<file path="config.mk">
export PLATFORM = sky130hd
export DESIGN_NAME = swj_mode_detect
export DESIGN_NICKNAME = d
export VERILOG_FILES = /design/src/rtl/swj_sel_pkg.sv /design/src/rtl/swj_run_counter.sv /design/src/rtl/swj_code_shift.sv /design/src/rtl/swj_mode_detect.sv
export SDC_FILE = /design/constraint.sdc
export NUM_CORES = 1
export LEC_CHECK = 0
export BUFFER_PORTS_ARGS = -buffer_cell sky130_fd_sc_hd__buf_2
export CORE_MARGIN = 2
export CORE_UTILIZATION = 30
export CTS_BUF_LIST = sky130_fd_sc_hd__clkbuf_16
export CTS_CLUSTER_DIAMETER = 80
export DETAILED_ROUTE_END_ITERATION = 7
export GPL_ROUTABILITY_DRIVEN = 0
export GPL_TIMING_DRIVEN = 1
export PLACE_DENSITY_LB_ADDON = 0.2
export RECOVER_POWER = 50
export SLEW_MARGIN = 25
export SYNTH_ARGS = -nofsm -noshare
export SYNTH_HDL_FRONTEND = slang
export SYNTH_SLANG_ARGS = --single-unit
</file>
<file path="constraint.sdc">
create_clock -name clk -period 5.33 [get_ports clk]
set_input_delay 1.066 -clock clk [delete_from_list [all_inputs] [get_ports clk]]
set_output_delay 1.066 -clock clk [all_outputs]
set_load 0.01 [all_outputs]
</file>
<file path="src/rtl/swj_sel_pkg.sv">
package swj_sel_pkg;

    localparam int CODE_W = 16;

    localparam logic [CODE_W-1:0] SEL_SWD_NEW  = 16'hE79E;
    localparam logic [CODE_W-1:0] SEL_JTAG_NEW = 16'hE73C;
    localparam logic [CODE_W-1:0] SEL_SWD_OLD  = 16'hEDB6;
    localparam logic [CODE_W-1:0] SEL_JTAG_OLD = 16'hDEAE;

    typedef enum logic [1:0] {
        ST_IDLE,   // waiting for a line reset
        ST_ARMED,  // line reset seen, line still high
        ST_SHIFT,  // collecting select code bits
        ST_TRAIL   // code accepted, waiting for trailing line reset
    } det_state_e;

    typedef enum logic [1:0] {
        SEL_NONE,
        SEL_TO_SWD,
        SEL_TO_JTAG
    } sel_kind_e;

    typedef struct packed {
        logic swd;
        logic chg;
        logic tap;
    } mode_out_t;

    function automatic sel_kind_e classify_code(input logic [CODE_W-1:0] c);
        sel_kind_e k;
        case (c)
            SEL_SWD_NEW,  SEL_SWD_OLD:  k = SEL_TO_SWD;
            SEL_JTAG_NEW, SEL_JTAG_OLD: k = SEL_TO_JTAG;
            default:                    k = SEL_NONE;
        endcase
        return k;
    endfunction

endpackage

</file>
<file path="src/rtl/swj_run_counter.sv">
module swj_run_counter #(
    parameter int CNT_W     = 6,
    parameter int RESET_LEN = 50
) (
    input  logic             clk,
    input  logic             rst,
    input  logic             bit_in,
    input  logic             clr,
    output logic [CNT_W-1:0] run_o,
    output logic             hit_o
);
    localparam logic [CNT_W-1:0] RUN_MAX  = {CNT_W{1'b1}};
    localparam logic [CNT_W-1:0] HIT_PREV = CNT_W'(RESET_LEN - 1);

    logic [CNT_W-1:0] run_q;

    always_ff @(posedge clk) begin
        if (rst || clr || !bit_in) begin
            run_q <= '0;
        end else if (run_q != RUN_MAX) begin
            run_q <= run_q + 1'b1;
        end
    end

    assign run_o = run_q;
    assign hit_o = bit_in && !clr && (run_q == HIT_PREV);

endmodule

</file>
<file path="src/rtl/swj_code_shift.sv">
module swj_code_shift #(
    parameter int CODE_W = 16
) (
    input  logic              clk,
    input  logic              rst,
    input  logic              bit_in,
    input  logic              start,
    input  logic              active,
    output logic [CODE_W-1:0] code_o,
    output logic              done_o
);
    localparam int IDX_W = $clog2(CODE_W + 1);

    logic [CODE_W-1:0] sh_q;
    logic [IDX_W-1:0]  idx_q;
    logic [CODE_W-1:0] word_next;

    assign word_next = {bit_in, sh_q[CODE_W-1:1]};

    always_ff @(posedge clk) begin
        if (rst) begin
            sh_q  <= '0;
            idx_q <= '0;
        end else if (start) begin
            sh_q  <= word_next;
            idx_q <= IDX_W'(1);
        end else if (active) begin
            sh_q  <= word_next;
            idx_q <= idx_q + 1'b1;
        end
    end

    assign code_o = word_next;
    assign done_o = active && (idx_q == IDX_W'(CODE_W - 1));

endmodule

</file>
<file path="src/rtl/swj_mode_detect.sv">
module swj_mode_detect
    import swj_sel_pkg::*;
#(
    parameter int CNT_W     = 6,
    parameter int RESET_LEN = 50
) (
    input  logic clk,
    input  logic rst,
    input  logic swdio_in,
    output logic mode_swd,
    output logic mode_chg,
    output logic tap_rst_req
);
    det_state_e        st_q, st_d;
    logic              pend_swd_q, pend_swd_d;
    mode_out_t         out_q, out_d;
    logic [CNT_W-1:0]  run_cnt;
    logic              lr_hit;
    logic              code_start, code_active, code_done;
    logic [CODE_W-1:0] code_word;
    sel_kind_e         code_kind;

    assign code_start  = (st_q == ST_ARMED) && !swdio_in;
    assign code_active = (st_q == ST_SHIFT);

    swj_run_counter #(
        .CNT_W     (CNT_W),
        .RESET_LEN (RESET_LEN)
    ) u_run (
        .clk    (clk),
        .rst    (rst),
        .bit_in (swdio_in),
        .clr    (code_done),
        .run_o  (run_cnt),
        .hit_o  (lr_hit)
    );

    swj_code_shift #(
        .CODE_W (CODE_W)
    ) u_shift (
        .clk    (clk),
        .rst    (rst),
        .bit_in (swdio_in),
        .start  (code_start),
        .active (code_active),
        .code_o (code_word),
        .done_o (code_done)
    );

    assign code_kind = classify_code(code_word);

    always_comb begin
        st_d       = st_q;
        pend_swd_d = pend_swd_q;
        out_d      = '{swd: out_q.swd, chg: 1'b0, tap: 1'b0};
        case (st_q)
            ST_IDLE: begin
                if (lr_hit) st_d = ST_ARMED;
            end
            ST_ARMED: begin
                if (!swdio_in) st_d = ST_SHIFT;
            end
            ST_SHIFT: begin
                if (code_done) begin
                    case (code_kind)
                        SEL_TO_SWD: begin
                            st_d       = ST_TRAIL;
                            pend_swd_d = 1'b1;
                        end
                        SEL_TO_JTAG: begin
                            st_d       = ST_TRAIL;
                            pend_swd_d = 1'b0;
                        end
                        default: st_d = ST_IDLE;
                    endcase
                end
            end
            ST_TRAIL: begin
                if (!swdio_in) begin
                    st_d = ST_IDLE;
                end else if (lr_hit) begin
                    st_d = ST_ARMED;
                    if (pend_swd_q != out_q.swd) begin
                        out_d.swd = pend_swd_q;
                        out_d.chg = 1'b1;
                        out_d.tap = !pend_swd_q;
                    end
                end
            end
            default: st_d = ST_IDLE;
        endcase
    end

    always_ff @(posedge clk) begin
        if (rst) begin
            st_q       <= ST_IDLE;
            pend_swd_q <= 1'b0;
            out_q      <= '0;
        end else begin
            st_q       <= st_d;
            pend_swd_q <= pend_swd_d;
            out_q      <= out_d;
        end
    end

    assign mode_swd    = out_q.swd;
    assign mode_chg    = out_q.chg;
    assign tap_rst_req = out_q.tap;

endmodule

</file>
# == After elaboration in Yosys (flattened, before gate mapping) ==
# Cells that the tools add are included.
# classes
n_reduce_logical,21
n_mux,13
n_addsub,2
n_eq_ne,15
bitwise,4
# ops
cell,count
$eq A16 B16 Y1 const B,4
$mux W16,2
$mux W2,6
$pmux W2 S4,1
$reduce_or A2 Y1,4
$add A6 B1 Y6 const B,1
$eq A2 B2 Y1 const B,3
$eq A6 B6 Y1 const B,1
$ne A6 B6 Y1 const B,1
$add A5 B1 Y5 const B,1
$eq A5 B4 Y1 const B,1
$reduce_or A5 Y1,1
$eq A2 B1 Y1 const B,2
$logic_and A1 B1 Y1,4
$ne A2 B2 Y1 const B,2
$not A1 Y1,4
$pmux W2 S2,1
$reduce_and A4 Y1,1
$reduce_bool A2 Y1,2
$reduce_or A4 Y1,1
$logic_not A1 Y1,3
$reduce_and A3 Y1,1
$logic_not A2 Y1,1
$logic_or A1 B1 Y1,2
other kinds (4),5
# word_totals
in_bits,3
regBits,33
word_cells,64

# == Logic depth before layout (Yosys ltp) ==
# logic_depth
ltp_word,8
mapped_depth,7

# == Modules after synthesis ==
# Synthesis repeated with hierarchy kept, for this count alone.
# hier_totals
cells_unflattened,176
area_unflattened_um2,1594.0
# by_module_without_submodules
mod,area_each_um2,n_inst,seq_area_each_um2,cells_each
swj_code_shift,893.4,1,400.4,95
swj_mode_detect,372.9,1,120.1,46
swj_run_counter,327.8,1,120.1,35

# == Least setup slack after synthesis ==
# No wires, ideal clock.
# synth_timing
path_type,input port to flip-flop
from,input port swdio_in
to,register pend_swd_q
path_stages,7
arrival_ps,2371
n_path_buf,1
path_slack_ps,2873
path_cell_list,buf_6 > and4b_1 > o211ai_1 > ha_1 > nor4bb_1 > nor2_1 > a211oi_1
# synth_via
elab_chain_len,6
elab_cells_between_ends,12
classes_between,eq/ne: 6; mux: 2; reduce/logical: 4
# synth_rtl
item,line_no,text
from (decl),swj_mode_detect.sv:9,"input logic swdio_in,"
$eq A16 B16 Y1,swj_sel_pkg.sv:31,case (c)
$reduce_or A2 Y1,swj_sel_pkg.sv:31,
$pmux W2 S2 (*),swj_sel_pkg.sv:31,
$eq A2 B2 Y1 or $eq A2 B1 Y1 (tied branches),swj_mode_detect.sv:65,case (code_kind)
$reduce_bool A2 Y1 (no source line),n/a,
$reduce_and A3 Y1 (no source line),n/a,
to (signal assigned),swj_mode_detect.sv:101,pend_swd_q <= pend_swd_d;
to (decl),swj_mode_detect.sv:15,"logic pend_swd_q, pend_swd_d;"
# Every way passes the cells marked *; elsewhere a longest branch is shown, timed or not.
# A chain may end at the register's enable or synchronous reset.

# == Worst setup path in the final report ==
# Same ends and word-level chain as after synthesis.

==> impl_metrics.toml <==
[run_status]
status = "complete, no violations"

[yosys]
postSynthAreaPerCell_um2 = 8.55
synth_top_cell_by_area = "dfxtp_1"
synth_cell_types = 41
syn-num-nets = 190
synth.top_cells.by_count = "dfxtp_1, a21oi_1, o21ai_0"
synthCells = 182
synth_top_area_share_pct = 41.2
synth_edf_count = 0
async_flop_share_pct = 0
synth_flop_cell = "dfxtp_1"
yosysMostFrequentCell = "dfxtp_1"
syn-cell-area_um2 = 1560
synth_warnings = 0
ys_seq_elements = 32
synth_seq_area_share_pct = 41.2
ys_top_cells_by_area = "dfxtp_1, a21oi_1, o21ai_0"

[pwr]
ir_drop_mv = 0.151
p_int_w = 0.000410
power_w = 0.000514
p_clk_share_pct = 51.3
power.leakage_nw = 0.558
switching_share_pct = 20.2
combPwrFrac_pct = 1.8
power.switching_w = 0.000104
power_frac_seq_pct = 46.9
cellPowerDensity_nw_per_um2 = 293

[worst_setup_path]
reg2reg_from = "u_shift.sh_q[6]"
r2r_slack_ns = 2.75
critical_path_class = "primary input to flop"
cp_slowest_cell = "nor4bb_1"
path_cells = "clkbuf_1 > and4b_1 > o211ai_1 > ha_1 > nor4bb_1 > nor2_1 > a211oi_1"
r2r-end = "pend_swd_q"
worstPathArrival_ns = 2.81
cpPeakStageDelay_ns = 0.47
startpoint_type = "primary input"
end_kind = "flop"
worstPathRequired_ns = 5.51
critPathMaxFanout = 10
reg2reg_depth = 7

[timing]
tns_ns = 0
hold_violations = 0
final.setup.worst_slack_ns = 2.70
worstMarginPinSlew_ns = 1.01
max_freq_mhz = 381
fin_skew_ns = 0.00358
max_slew_margin_pct = 32.7
period_needed_ns = 2.63
rsz0062_at_grt = "false"
slew_violations = 0
post-route-period-util_pct = 49.3
finalSetupViolations = 0

[routing]
wl_met3_um = 113
routedWlPerCell_um = 13.3
dr_wl_met2_mm = 1.51
first_pass_iters = 4
drc = 0
postRouteAntennaNets = 0
top_layer = "met4"
drt_iter0_drc = 80
wl_met1_mm = 1.67
vias_per_cell = 5.31
routed_wl_mm = 3.37
num_vias = 1349

[clock_tree]
post_cts_resized = 0
cts_tree = "done"
clk_pin_slew_ns = 0.05
cts_hold_buffers = 0
clock_path_buffers = 2
post_cts_buffers = 0
root_buffer = "clkbuf_16"
cts_max_level = 2
cts.sinks = 32
cts_buffers = 5
clk_latency_ns = 0.27

[global_route]
grt_pass1_wl_mm = 5.94
antenna_found_initial = 0
first_global_vias = 1291
grt_max_degree = 29
grt.total_usage_pct = 12.9
grt-ovfl-total = 0

[die]
die_h_um = 76.0
start_util_pct = 30.9
std_cell_rows = 26
io-pin-count = 6
coreArea_um2 = 5040
die_w_um = 76.0
dieArea_um2 = 5780

[min_path]
hp-class = "flop to flop"
whs_path_depth = 2
min_from = "u_shift.sh_q[1]"
min_to = "u_shift.sh_q[1]"

[finish]
antenna_cells = 0
nets = 191
syn2layout_area_growth_pct = 12.7
multi_input_area_um2 = 847
nFillCells = 529
finish.utilization_pct = 34.8
drive_gt1_share_pct = 7.61
seq_area_um2 = 641

[place]
io_buffers = 5
dp_slack_ns = 2.59
dp_hpwl_mm = 2.28

[job]
max_cap_viol_count = 0
## flip-flops by register name (all words and copies together), names as in the netlist
name	flops
tap_rst_req	1
u_run.run_o	6
st_q	2
u_shift.idx_q	5
mode_swd	1
pend_swd_q	1
mode_chg	1
u_shift.sh_q	15
## layout by cell type, fill, tap and decap left out, types with 2 or more instances in the layout
cell type,n
and4b_1,2
and3_1,4
clkbuf_16,5
xnor2_1,3
inv_1,6
nor2b_1,2
nand2_1,7
nand2b_1,4
nor3b_1,3
or3b_2,3
or4_1,2
dfxtp_1,32
nand4_1,4
ha_1,5
nand3_1,15
a21oi_1,23
nor3_1,6
mux2i_1,2
a211oi_1,3
or2_2,2
nor2_1,8
clkbuf_1,4
o21ai_0,16
a31oi_1,2
a2111oi_0,4
## how the worst max path moves through the flow
stage                    start  depth (start not counted)          to
2_1_floorplan         swdio_in                          7  pend_swd_q
3_3_place_gp          swdio_in                          7  pend_swd_q
3_5_place_dp          swdio_in                          7  pend_swd_q
4_1_cts        u_shift.sh_q[6]                          7  pend_swd_q
5_1_grt               swdio_in                          7  pend_swd_q
6_report              swdio_in                          7  pend_swd_q
## stage by stage
step / instances / instance area (um^2) / hold WS, ns
after global routing: 254 / 1750 / 0.504
final: 254 / 1750 / 0.483
after detailed placement: 246 / 1620 / 0.475
after global placement: 246 / 1620 / 0.462
after CTS: 254 / 1760 / 0.483
after floorplan: 182 / 1560 / 0.447
## cell type report
class | count | share of cell area, %
Timing Repair Buffer | 6 | 1.57
Sequential cell | 32 | 36.5
Multi-Input combinational cell | 134 | 48.3
Inverter | 4 | 0.856
Tap cell | 70 | 4.99
Clock inverter | 3 | 0.642
Clock buffer | 5 | 7.13
## metal layers
metal,vias to the layer above,GRT usage (%)
met1,643,16.0
met4,0,7.45
li1,678,-
met5,-,0
met3,7,3.55
met2,21,20.2
## kinds of logic (layout without fill, tap and decap cells)
logic type,after synthesis,count (layout),share of synthesized area [%]
buffers and inverters,16,18,4.42
XOR/XNOR,3,3,1.69
AND/OR/NAND/NOR,71,71,27.7
flip-flops,32,32,41.2
AO/OA/AOI/OAI,52,52,19.1
multiplexers,3,3,2.01
adder cells (fa/ha/maj),5,5,4.02
## power groups by stage
stage	Sequential, W	Clock (W)	Combinational, W
2_1_floorplan	0.000246	0	0.00000758
3_3_place_gp	0.000246	0	0.00000884
3_5_place_dp	0.000246	0	0.00000946
4_1_cts	0.000241	0.000271	0.00000946
5_1_grt	0.000241	0.000281	0.0000102
6_report	0.000241	0.000264	0.00000918
## critical path, delay by kind of cell
family	cells	cell delay, ns
simple gates	3	0.80
compound gates	2	0.32
fa+ha+maj	1	0.32
buf+inv	1	0.30
(Power assumes the default switching activity.)
